### config.mk
export PLATFORM = sky130hd
export DESIGN_NAME = statfis_top
export DESIGN_NICKNAME = d
export VERILOG_FILES = /design/src/rtl/statfis_pkg.sv /design/src/rtl/statfis_frame_gen.sv /design/src/rtl/statfis_byte_tx.sv /design/src/rtl/statfis_status.sv /design/src/rtl/statfis_top.sv
export SDC_FILE = /design/constraint.sdc
export NUM_CORES = 1
export LEC_CHECK = 0
export ABC_AREA = 1
export BUFFER_PORTS_ARGS = -buffer_cell sky130_fd_sc_hd__clkbuf_2
export CAP_MARGIN = 20
export CORE_MARGIN = 5
export CORE_UTILIZATION = 49
export CTS_BUF_LIST = sky130_fd_sc_hd__clkbuf_4 sky130_fd_sc_hd__clkbuf_8 sky130_fd_sc_hd__clkbuf_16
export CTS_CLUSTER_SIZE = 8
export DETAILED_ROUTE_END_ITERATION = 6
export GPL_ROUTABILITY_DRIVEN = 0
export PLACE_DENSITY = 0.8
export SYNTH_ARGS = -nofsm -noshare
export SYNTH_HDL_FRONTEND = slang
export SYNTH_HIERARCHICAL = 1
export SYNTH_SLANG_ARGS = --single-unit
### constraint.sdc
create_clock -name clk -period 2.2 [get_ports clk]
set_input_delay 0 -clock clk [delete_from_list [all_inputs] [get_ports clk]]
set_output_delay 0 -clock clk [all_outputs]
set_load 0.02 [all_outputs]
### src/rtl/statfis_pkg.sv
package statfis_pkg;
  typedef enum logic [1:0] {
    KIND_REG    = 2'd0,
    KIND_QUEUED = 2'd1,
    KIND_RESET  = 2'd2,
    KIND_REG_B  = 2'd3
  } fis_kind_e;

  typedef enum logic [1:0] {
    ST_IDLE = 2'd0,
    ST_SEND = 2'd1,
    ST_FIN  = 2'd2
  } tx_state_e;

  localparam logic [7:0] TYPE_REG  = 8'h34;
  localparam logic [7:0] TYPE_BITS = 8'hA1;
  localparam logic [7:0] IRQ_FLAG  = 8'h40;
  localparam logic [7:0] BASE_REG  = 8'h40;
  localparam logic [7:0] BASE_BITS = 8'h58;
  localparam int         LEN_REG   = 20;
  localparam int         LEN_BITS  = 8;
  localparam int         IDX_W     = 5;

  localparam int IS_W   = 3;
  localparam int IS_REG = 0;
  localparam int IS_SDB = 1;
  localparam int IS_TFE = 2;

  localparam logic [31:0] SIG_DISK = 32'h0000_0101;
  localparam logic [31:0] SIG_PKT  = 32'hEB14_0101;
endpackage

### src/rtl/statfis_frame_gen.sv
module statfis_frame_gen
  import statfis_pkg::*;
#(
  parameter int SLOT_W = 5
) (
  input  fis_kind_e         kind_i,
  input  logic [SLOT_W-1:0] slot_i,
  input  logic [15:0]       tfd_i,
  input  logic              pkt_i,
  input  logic [IDX_W-1:0]  idx_i,
  output logic [IDX_W-1:0]  last_idx_o,
  output logic [7:0]        addr_o,
  output logic [7:0]        data_o
);
  logic        bits_frame;
  logic        rst_frame;
  logic [31:0] mask;
  logic [31:0] sig;
  logic [7:0]  stat_b;
  logic [7:0]  err_b;

  assign bits_frame = (kind_i == KIND_QUEUED);
  assign rst_frame  = (kind_i == KIND_RESET);
  assign mask       = 32'd1 << slot_i;
  assign sig        = pkt_i ? SIG_PKT : SIG_DISK;
  assign stat_b     = tfd_i[7:0];
  assign err_b      = tfd_i[15:8];

  assign last_idx_o = bits_frame ? IDX_W'(LEN_BITS - 1) : IDX_W'(LEN_REG - 1);
  assign addr_o     = (bits_frame ? BASE_BITS : BASE_REG) + {{(8-IDX_W){1'b0}}, idx_i};

  always_comb begin
    data_o = 8'h00;
    if (bits_frame) begin
      case (idx_i)
        5'd0: data_o = TYPE_BITS;
        5'd1: data_o = IRQ_FLAG;
        5'd2: data_o = stat_b;
        5'd3: data_o = err_b;
        5'd4: data_o = mask[7:0];
        5'd5: data_o = mask[15:8];
        5'd6: data_o = mask[23:16];
        5'd7: data_o = mask[31:24];
        default: data_o = 8'h00;
      endcase
    end else begin
      case (idx_i)
        5'd0:  data_o = TYPE_REG;
        5'd1:  data_o = IRQ_FLAG;
        5'd2:  data_o = stat_b;
        5'd3:  data_o = err_b;
        5'd4:  data_o = rst_frame ? sig[15:8]  : 8'h00;
        5'd5:  data_o = rst_frame ? sig[23:16] : 8'h00;
        5'd6:  data_o = rst_frame ? sig[31:24] : 8'h00;
        5'd12: data_o = rst_frame ? sig[7:0]   : 8'h00;
        default: data_o = 8'h00;
      endcase
    end
  end
endmodule

### src/rtl/statfis_byte_tx.sv
module statfis_byte_tx
  import statfis_pkg::*;
#(
  parameter int SLOT_W = 5
) (
  input  logic              clk,
  input  logic              rst_n,
  input  logic              req_valid_i,
  output logic              req_ready_o,
  input  fis_kind_e         req_kind_i,
  input  logic [SLOT_W-1:0] req_slot_i,
  input  logic [15:0]       req_tfd_i,
  input  logic              fis_en_i,
  input  logic              pkt_i,
  input  logic              out_ready_i,
  input  logic [IDX_W-1:0]  last_idx_i,
  output logic              out_valid_o,
  output logic [IDX_W-1:0]  idx_o,
  output fis_kind_e         kind_o,
  output logic [SLOT_W-1:0] slot_o,
  output logic [15:0]       tfd_o,
  output logic              pkt_o,
  output logic              wrote_o,
  output logic              fin_o
);
  tx_state_e st;

  always_ff @(posedge clk) begin
    if (!rst_n) begin
      st      <= ST_IDLE;
      idx_o   <= '0;
      kind_o  <= KIND_REG;
      slot_o  <= '0;
      tfd_o   <= '0;
      pkt_o   <= 1'b0;
      wrote_o <= 1'b0;
    end else begin
      case (st)
        ST_IDLE: if (req_valid_i) begin
          kind_o  <= req_kind_i;
          slot_o  <= req_slot_i;
          tfd_o   <= req_tfd_i;
          pkt_o   <= pkt_i;
          wrote_o <= fis_en_i;
          idx_o   <= '0;
          st      <= fis_en_i ? ST_SEND : ST_FIN;
        end
        ST_SEND: if (out_ready_i) begin
          if (idx_o == last_idx_i) st <= ST_FIN;
          else                     idx_o <= idx_o + 1'b1;
        end
        default: st <= ST_IDLE;
      endcase
    end
  end

  assign req_ready_o = (st == ST_IDLE);
  assign out_valid_o = (st == ST_SEND);
  assign fin_o       = (st == ST_FIN);
endmodule

### src/rtl/statfis_status.sv
module statfis_status
  import statfis_pkg::*;
#(
  parameter int SLOTS    = 32,
  parameter int NPORTS   = 4,
  parameter int PORT_IDX = 1,
  localparam int SLOT_W  = $clog2(SLOTS)
) (
  input  logic              clk,
  input  logic              rst_n,
  input  logic              fin_i,
  input  fis_kind_e         kind_i,
  input  logic [SLOT_W-1:0] slot_i,
  input  logic              err_bit_i,
  input  logic              wrote_i,
  input  logic [IS_W-1:0]   is_clr_i,
  input  logic [SLOTS-1:0]  ci_set_i,
  input  logic [SLOTS-1:0]  act_set_i,
  input  logic              glb_ie_i,
  output logic [IS_W-1:0]   port_is_o,
  output logic [SLOTS-1:0]  ci_o,
  output logic [SLOTS-1:0]  act_o,
  output logic [NPORTS-1:0] hba_is_o,
  output logic              irq_o
);
  logic [IS_W-1:0]  set_v;
  logic [SLOTS-1:0] onehot;
  logic [SLOTS-1:0] ci_clr;
  logic [SLOTS-1:0] act_clr;
  logic             is_queued;
  logic             retires_ci;

  assign is_queued  = (kind_i == KIND_QUEUED);
  assign retires_ci = (kind_i == KIND_REG) || (kind_i == KIND_REG_B);
  assign onehot     = SLOTS'(1) << slot_i;

  always_comb begin
    set_v         = '0;
    set_v[IS_REG] = fin_i && wrote_i && !is_queued;
    set_v[IS_SDB] = fin_i && wrote_i && is_queued;
    set_v[IS_TFE] = fin_i && err_bit_i;
  end

  assign ci_clr  = (fin_i && retires_ci) ? onehot : '0;
  assign act_clr = (fin_i && is_queued)  ? onehot : '0;

  always_ff @(posedge clk) begin
    if (!rst_n) begin
      port_is_o <= '0;
      ci_o      <= '0;
      act_o     <= '0;
    end else begin
      port_is_o <= set_v | (port_is_o & ~is_clr_i);
      ci_o      <= (ci_o & ~ci_clr) | ci_set_i;
      act_o     <= (act_o & ~act_clr) | act_set_i;
    end
  end

  for (genvar p = 0; p < NPORTS; p++) begin : g_hba
    if (p == PORT_IDX) begin : g_own
      assign hba_is_o[p] = |port_is_o;
    end else begin : g_other
      assign hba_is_o[p] = 1'b0;
    end
  end

  assign irq_o = glb_ie_i && (|hba_is_o);

  for (genvar k = 0; k < IS_W; k++) begin : g_w1c_chk
    assert_w1c_R7: assert property (@(posedge clk) disable iff (!rst_n)
      is_clr_i[k] && !set_v[k] |=> !port_is_o[k]);
  end

  assert_ci_clr_R8: assert property (@(posedge clk) disable iff (!rst_n)
    fin_i && retires_ci && !ci_set_i[slot_i] |=> !ci_o[$past(slot_i)]);

  assert_act_clr_R8: assert property (@(posedge clk) disable iff (!rst_n)
    fin_i && is_queued && !act_set_i[slot_i] |=> !act_o[$past(slot_i)]);

  assert_set_R9: assert property (@(posedge clk) disable iff (!rst_n)
    1'b1 |=> ((ci_o & $past(ci_set_i)) == $past(ci_set_i)) &&
             ((act_o & $past(act_set_i)) == $past(act_set_i)));
endmodule

### src/rtl/statfis_top.sv
module statfis_top
  import statfis_pkg::*;
#(
  parameter int SLOTS    = 32,
  parameter int NPORTS   = 4,
  parameter int PORT_IDX = 1,
  localparam int SLOT_W  = $clog2(SLOTS)
) (
  input  logic              clk,
  input  logic              rst_n,
  input  logic              req_valid,
  output logic              req_ready,
  input  logic [1:0]        req_kind,
  input  logic [SLOT_W-1:0] req_slot,
  input  logic [15:0]       req_tfd,
  input  logic              fis_en,
  input  logic              pkt_dev,
  input  logic              glb_ie,
  input  logic [2:0]        port_is_clr,
  input  logic [SLOTS-1:0]  ci_set,
  input  logic [SLOTS-1:0]  act_set,
  output logic              fis_valid,
  input  logic              fis_ready,
  output logic [7:0]        fis_addr,
  output logic [7:0]        fis_data,
  output logic [2:0]        port_is,
  output logic [SLOTS-1:0]  cmd_issue,
  output logic [SLOTS-1:0]  active,
  output logic [NPORTS-1:0] hba_is,
  output logic              irq
);
  fis_kind_e         kind_q;
  logic [SLOT_W-1:0] slot_q;
  logic [15:0]       tfd_q;
  logic              pkt_q;
  logic              wrote_q;
  logic              fin;
  logic [IDX_W-1:0]  idx;
  logic [IDX_W-1:0]  last_idx;

  statfis_byte_tx #(.SLOT_W(SLOT_W)) u_tx (
    .clk        (clk),
    .rst_n      (rst_n),
    .req_valid_i(req_valid),
    .req_ready_o(req_ready),
    .req_kind_i (fis_kind_e'(req_kind)),
    .req_slot_i (req_slot),
    .req_tfd_i  (req_tfd),
    .fis_en_i   (fis_en),
    .pkt_i      (pkt_dev),
    .out_ready_i(fis_ready),
    .last_idx_i (last_idx),
    .out_valid_o(fis_valid),
    .idx_o      (idx),
    .kind_o     (kind_q),
    .slot_o     (slot_q),
    .tfd_o      (tfd_q),
    .pkt_o      (pkt_q),
    .wrote_o    (wrote_q),
    .fin_o      (fin)
  );

  statfis_frame_gen #(.SLOT_W(SLOT_W)) u_gen (
    .kind_i    (kind_q),
    .slot_i    (slot_q),
    .tfd_i     (tfd_q),
    .pkt_i     (pkt_q),
    .idx_i     (idx),
    .last_idx_o(last_idx),
    .addr_o    (fis_addr),
    .data_o    (fis_data)
  );

  statfis_status #(.SLOTS(SLOTS), .NPORTS(NPORTS), .PORT_IDX(PORT_IDX)) u_stat (
    .clk      (clk),
    .rst_n    (rst_n),
    .fin_i    (fin),
    .kind_i   (kind_q),
    .slot_i   (slot_q),
    .err_bit_i(tfd_q[0]),
    .wrote_i  (wrote_q),
    .is_clr_i (port_is_clr),
    .ci_set_i (ci_set),
    .act_set_i(act_set),
    .glb_ie_i (glb_ie),
    .port_is_o(port_is),
    .ci_o     (cmd_issue),
    .act_o    (active),
    .hba_is_o (hba_is),
    .irq_o    (irq)
  );

  assert_hold_R2: assert property (@(posedge clk) disable iff (!rst_n)
    fis_valid && !fis_ready |=> fis_valid && $stable(fis_addr) && $stable(fis_data));

  assert_window_R2: assert property (@(posedge clk) disable iff (!rst_n)
    fis_valid |-> ((fis_addr >= 8'h40 && fis_addr <= 8'h53) ||
                   (fis_addr >= 8'h58 && fis_addr <= 8'h5F)));

  assert_busy_R1: assert property (@(posedge clk) disable iff (!rst_n)
    fis_valid |-> !req_ready);

  assert_irq_gate_R10: assert property (@(posedge clk) disable iff (!rst_n)
    irq |-> glb_ie && (|port_is));
endmodule

==> PnR_summary.wiki <==
{| class="wikitable"
! Metric !! Value
|-
| FP Rows || 36
|-
| Worst-Margin Slew || 642 ps
|-
| Worst ir drop on vdd || 0.000464 V
|-
| Combinational Power Share || 0.279
|-
| Area growth from synthesis to layout || 42.3%
|-
| Number of optimization iterations in the first detailed-route pass || 5
|-
| Number of H-tree branching levels || 3
|-
| Remaining antenna violation count after routing || 0
|-
| Number of vias after detailed routing || 5651
|-
| Launching element type of the critical path || flip-flop
|-
| Required time of the critical path || 2200 ps
|-
| Avg Inst Size Synth || roughly 7 um^2
|-
| Seq cells post-synth || between 90 and 100
|-
| Area enclosed by the die boundary || 0.0120 mm^2
|-
| Fraction of final layout cells with drive strength greater than 1 || 0.248
|-
| Critical Path, Cell by Cell || inv_1 -> nor3_1 -> nand3_1 -> nand2_1 -> o21bai_1 -> nand2_1 -> clkbuf_2
|-
| Number of buffers inserted by port buffering || 181
|-
| Sequential element share of the synthesized area || 0.409
|-
| Result of the run || completed
|-
| Min-delay src || req_valid
|-
| Fin nets || 1058
|-
| Setup repair after global routing missed its margin || false
|-
| Cell occurring most often along the worst timing path || sky130_fd_sc_hd__nand2_1
|-
| Final Max Slew Viols || 0
|-
| Ports || 187
|-
| Cells after synthesis || around 700
|-
| TritonCTS buffer count || 9
|-
| Register share of total power || 0.449
|-
| Largest net degree at the start of global routing || 67
|-
| Area of the placeable core || 0.00968 mm^2
|-
| Clk Latency, worst-skew pair || 370 ps
|-
| Clock root buffer || sky130_fd_sc_hd__clkbuf_8
|-
| Leak Pwr || 0.00349 uW
|-
| Iteration-0 DRC count of the detailed router || approximately 420
|-
| Power density normalized to cell area || 680 mW/mm^2
|-
| CTS tree || done
|-
| Number of different library cells in the post-synthesis netlist || 37
|-
| Final HPWL DP || 10300 um
|-
| Aggregate negative setup slack || 0 ps
|-
| Clock Power Share || 0.271
|-
| Post-layout total power || roughly 4700 uW
|-
| Critical Path End Type || output pin
|-
| Final hold violation count || 0
|-
| Max incr delay on CP || 720 ps
|-
| Count of non-filler cells in the finished layout || 1096
|-
| CP Max Fanout || 16
|-
| Internal Dissipation || roughly 3000 uW
|-
| Die height || 109 um
|-
| Reg-to-reg setup timing slack || 460 ps
|-
| Warnings from Yosys || 6
|-
| Final worst hold slack || 81.3 ps
|-
| Path class of the lowest-slack min-delay path || primary input to flip-flop
|-
| Switching power as a share of total power || 0.358
|-
| Setup violation total in the final timing report || 0
|-
| Synth Cell Area || 0.00484 mm^2
|-
| Total wire length after detailed routing || between 15000 and 20000 um
|-
| Residual DRC count || 0
|-
| Number of filler cells placed in the layout || 799
|-
| Width of the die || ~110 um
|-
| Utilization of the core after routing || 0.712
|-
| # placed instances || 986
|-
| Fmax || 0.482 GHz
|-
| Cell with the largest stage delay on the worst path || sky130_fd_sc_hd__dfxtp_1
|-
| Count of clock tree sinks || 99
|-
| Worst reg2reg endpoint || u_tx/idx_o[0]
|-
| Global Route Usage Sum || 0.272
|-
| Start-to-end type of the worst setup path || flip-flop to output pin
|-
| Remaining Overflow, GRT || 0
|-
| Tightest slew margin relative to the limit || 0.570
|-
| Final cycle utilization of the critical path || 0.944
|-
| First-pass GRT wire length || 25800 um
|-
| Worst-case reg-to-reg path depth || 10
|-
| Post CTS Setup Buffer Count || 0
|-
| Number of violations of the max-capacitance limit || 0
|-
| Reg-to-Reg Start || u_tx/kind_o[0]
|-
| End point of the worst hold path || u_tx/wrote_o
|-
| Hold path depth || 4
|-
| Detail-routed via count per cell || just over 5
|-
| Initial standard-cell utilization of the core || 0.500
|-
| Worst setup skew after layout || 21.0 ps
|-
| Number of buffers on the longest clock path || 2
|-
| Minimum clock period || 2080 ps
|-
| Clock Pin Slew Worst Setup and Hold Paths || 100 ps
|-
| Wire length per cell after detailed routing || 15.0 um
|-
| Initial antenna violation count || 0
|-
| Switching power of the nets || 1680 uW
|-
| Number of global-route vias before repair || 5542
|-
| Worst path arrival time || approximately 2100 ps
|}
through the flow:
stage / worst slack (ps) / cell area [um^2]
final: 124 / 6890
after global placement: 535 / 5740
after detailed placement: 486 / 5740
after global routing: 0.161 / 6890
after floorplan: 576 / 4860
after CTS: 125 / 6890
how the worst max path moves through the flow:
stage | startpoint | endpoint | slack, ps | cells past startpoint
6_report | u_tx/slot_o[2] | fis_data[7] | 120 | 7
5_1_grt | u_tx/slot_o[2] | fis_data[7] | 0.2 | 7
3_5_place_dp | u_tx/kind_o[0] | u_tx/idx_o[2] | 490 | 10
4_1_cts | u_tx/slot_o[2] | fis_data[7] | 130 | 7
3_3_place_gp | u_tx/kind_o[0] | u_tx/idx_o[3] | 530 | 10
2_1_floorplan | u_tx/kind_o[0] | u_tx/idx_o[0] | 580 | 10
cell families (layout without fill, tap and decap cells):
kind of cell	Yosys count	count (layout)	synth area share
DFF	99	99	0.409
xor gates and xnor gates	1	1	0.00181
buffers and inverters	137	392	0.128
other	3	9	0.00233
AOI/OAI and AO/OA	123	123	0.130
adders and majority gates	4	4	0.0119
and+or+nand+nor	335	335	0.316
metal layers:
metal / vias up / global-route usage / wire (um)
met5: - / 0 / 0
met4: 0 / 0.150 / 716
met3: 65 / 0.0470 / 1170
met2: 283 / 0.465 / 8180
met1: 2549 / 0.322 / 6410
li1: 2754 / - / -
synthesized netlist by cell type (all sizes together):
cell | instances | area (um^2)
clkbuf | 9 | 33.8
dfxtp | 99 | 1980
nor2 | 97 | 409
nor3 | 9 | 45.0
nand3b | 1 | 7.51
o21bai | 2 | 15.0
and2 | 2 | 12.5
o211a | 1 | 10.0
clkinv | 1 | 5.00
or2 | 2 | 12.5
and3 | 1 | 6.26
xnor2 | 1 | 8.76
nand3 | 37 | 185
a2bb2oi | 1 | 8.76
inv | 94 | 358
o21ai | 45 | 225
fa | 1 | 20.0
conb | 3 | 11.3
a31oi | 1 | 6.26
ha | 3 | 37.5
buf | 33 | 224
nand2 | 143 | 577
a21oi | 72 | 360
nand4 | 43 | 275
o22ai | 1 | 6.26
final cells by class:
| type | count | area [um^2] | share of cell area |
|---|---|---|---|
| Clock buffer | 10 | 131 | 0.0191 |
| Multi-Input combinational cell | 471 | 2260 | 0.328 |
| Inverter | 95 | 363 | 0.0527 |
| Timing Repair Buffer | 281 | 1900 | 0.276 |
| Sequential cell | 99 | 1980 | 0.288 |
| Antenna cell | 1 | 2.50 | 0.000363 |
| Clock inverter | 6 | 83.8 | 0.0122 |
| Tap cell | 133 | 166 | 0.0241 |
worst max-delay path, delay by kind of cell, from the launching register on:
kind	cells	cell delay, ps
AND/OR/NAND/NOR	4	590
AO/OA/AOI/OAI	1	60
flip-flops	1	720
buffers and inverters	2	350
cells in the final DEF, fill, tap and decap left out, types with 2 or more instances in the layout:
master                          netlist  layout
sky130_fd_sc_hd__nor3_1               9       9
sky130_fd_sc_hd__nand3_1             37      37
sky130_fd_sc_hd__clkbuf_8             0       9
sky130_fd_sc_hd__o21bai_1             2       2
sky130_fd_sc_hd__nand2_4              3       3
sky130_fd_sc_hd__buf_4               14       6
sky130_fd_sc_hd__ha_1                 3       3
sky130_fd_sc_hd__a21oi_1             72      72
sky130_fd_sc_hd__inv_2                7       8
sky130_fd_sc_hd__conb_1               3       8
sky130_fd_sc_hd__inv_6                1       2
sky130_fd_sc_hd__nand2_1            133     133
sky130_fd_sc_hd__or2_2                2       2
sky130_fd_sc_hd__nor2_1              87      87
sky130_fd_sc_hd__nor2_4               4       4
sky130_fd_sc_hd__dfxtp_2              0       2
sky130_fd_sc_hd__dfxtp_1             99      97
sky130_fd_sc_hd__o21ai_1             19      19
sky130_fd_sc_hd__clkinv_4             0       2
sky130_fd_sc_hd__nand4_1             42      42
sky130_fd_sc_hd__and2_1               2       2
sky130_fd_sc_hd__nor2_2               6       6
sky130_fd_sc_hd__clkbuf_2             0     181
sky130_fd_sc_hd__nand2_2              7       7
sky130_fd_sc_hd__inv_1               86      85
sky130_fd_sc_hd__dlygate4sd3_1        0      93
sky130_fd_sc_hd__o21ai_0             26      26
power groups by stage:
| stage | Sequential [uW] | Clock [uW] | Combinational, uW |
|---|---|---|---|
| 6_report | 2100 | 1270 | 1310 |
| 2_1_floorplan | 2200 | 0 | 728 |
| 3_5_place_dp | 2140 | 0 | 1140 |
| 5_1_grt | 2130 | 1350 | 1430 |
| 3_3_place_gp | 2130 | 0 | 1130 |
| 4_1_cts | 2100 | 1280 | 1280 |
sequential cells by signal, summed over array words and instances, names as in the netlist:
signal and cells:
u_stat/ci_o 32, u_tx/idx_o 5, u_tx/slot_o 5, u_tx/pkt_o 1, u_stat/port_is_o 3, u_tx/st 2, u_tx/kind_o 2, u_stat/act_o 32
u_tx/wrote_o 1, u_tx/tfd_o 16
what timing repair did:
action / 4_1_cts / 5_1_grt
endpoints found under the hold margin: 94 / 0
hold buffers: 93 / 0
gates resized for setup: 0 / 2
setup endpoints to repair: 0 / 1
(Power assumes the default switching activity.)
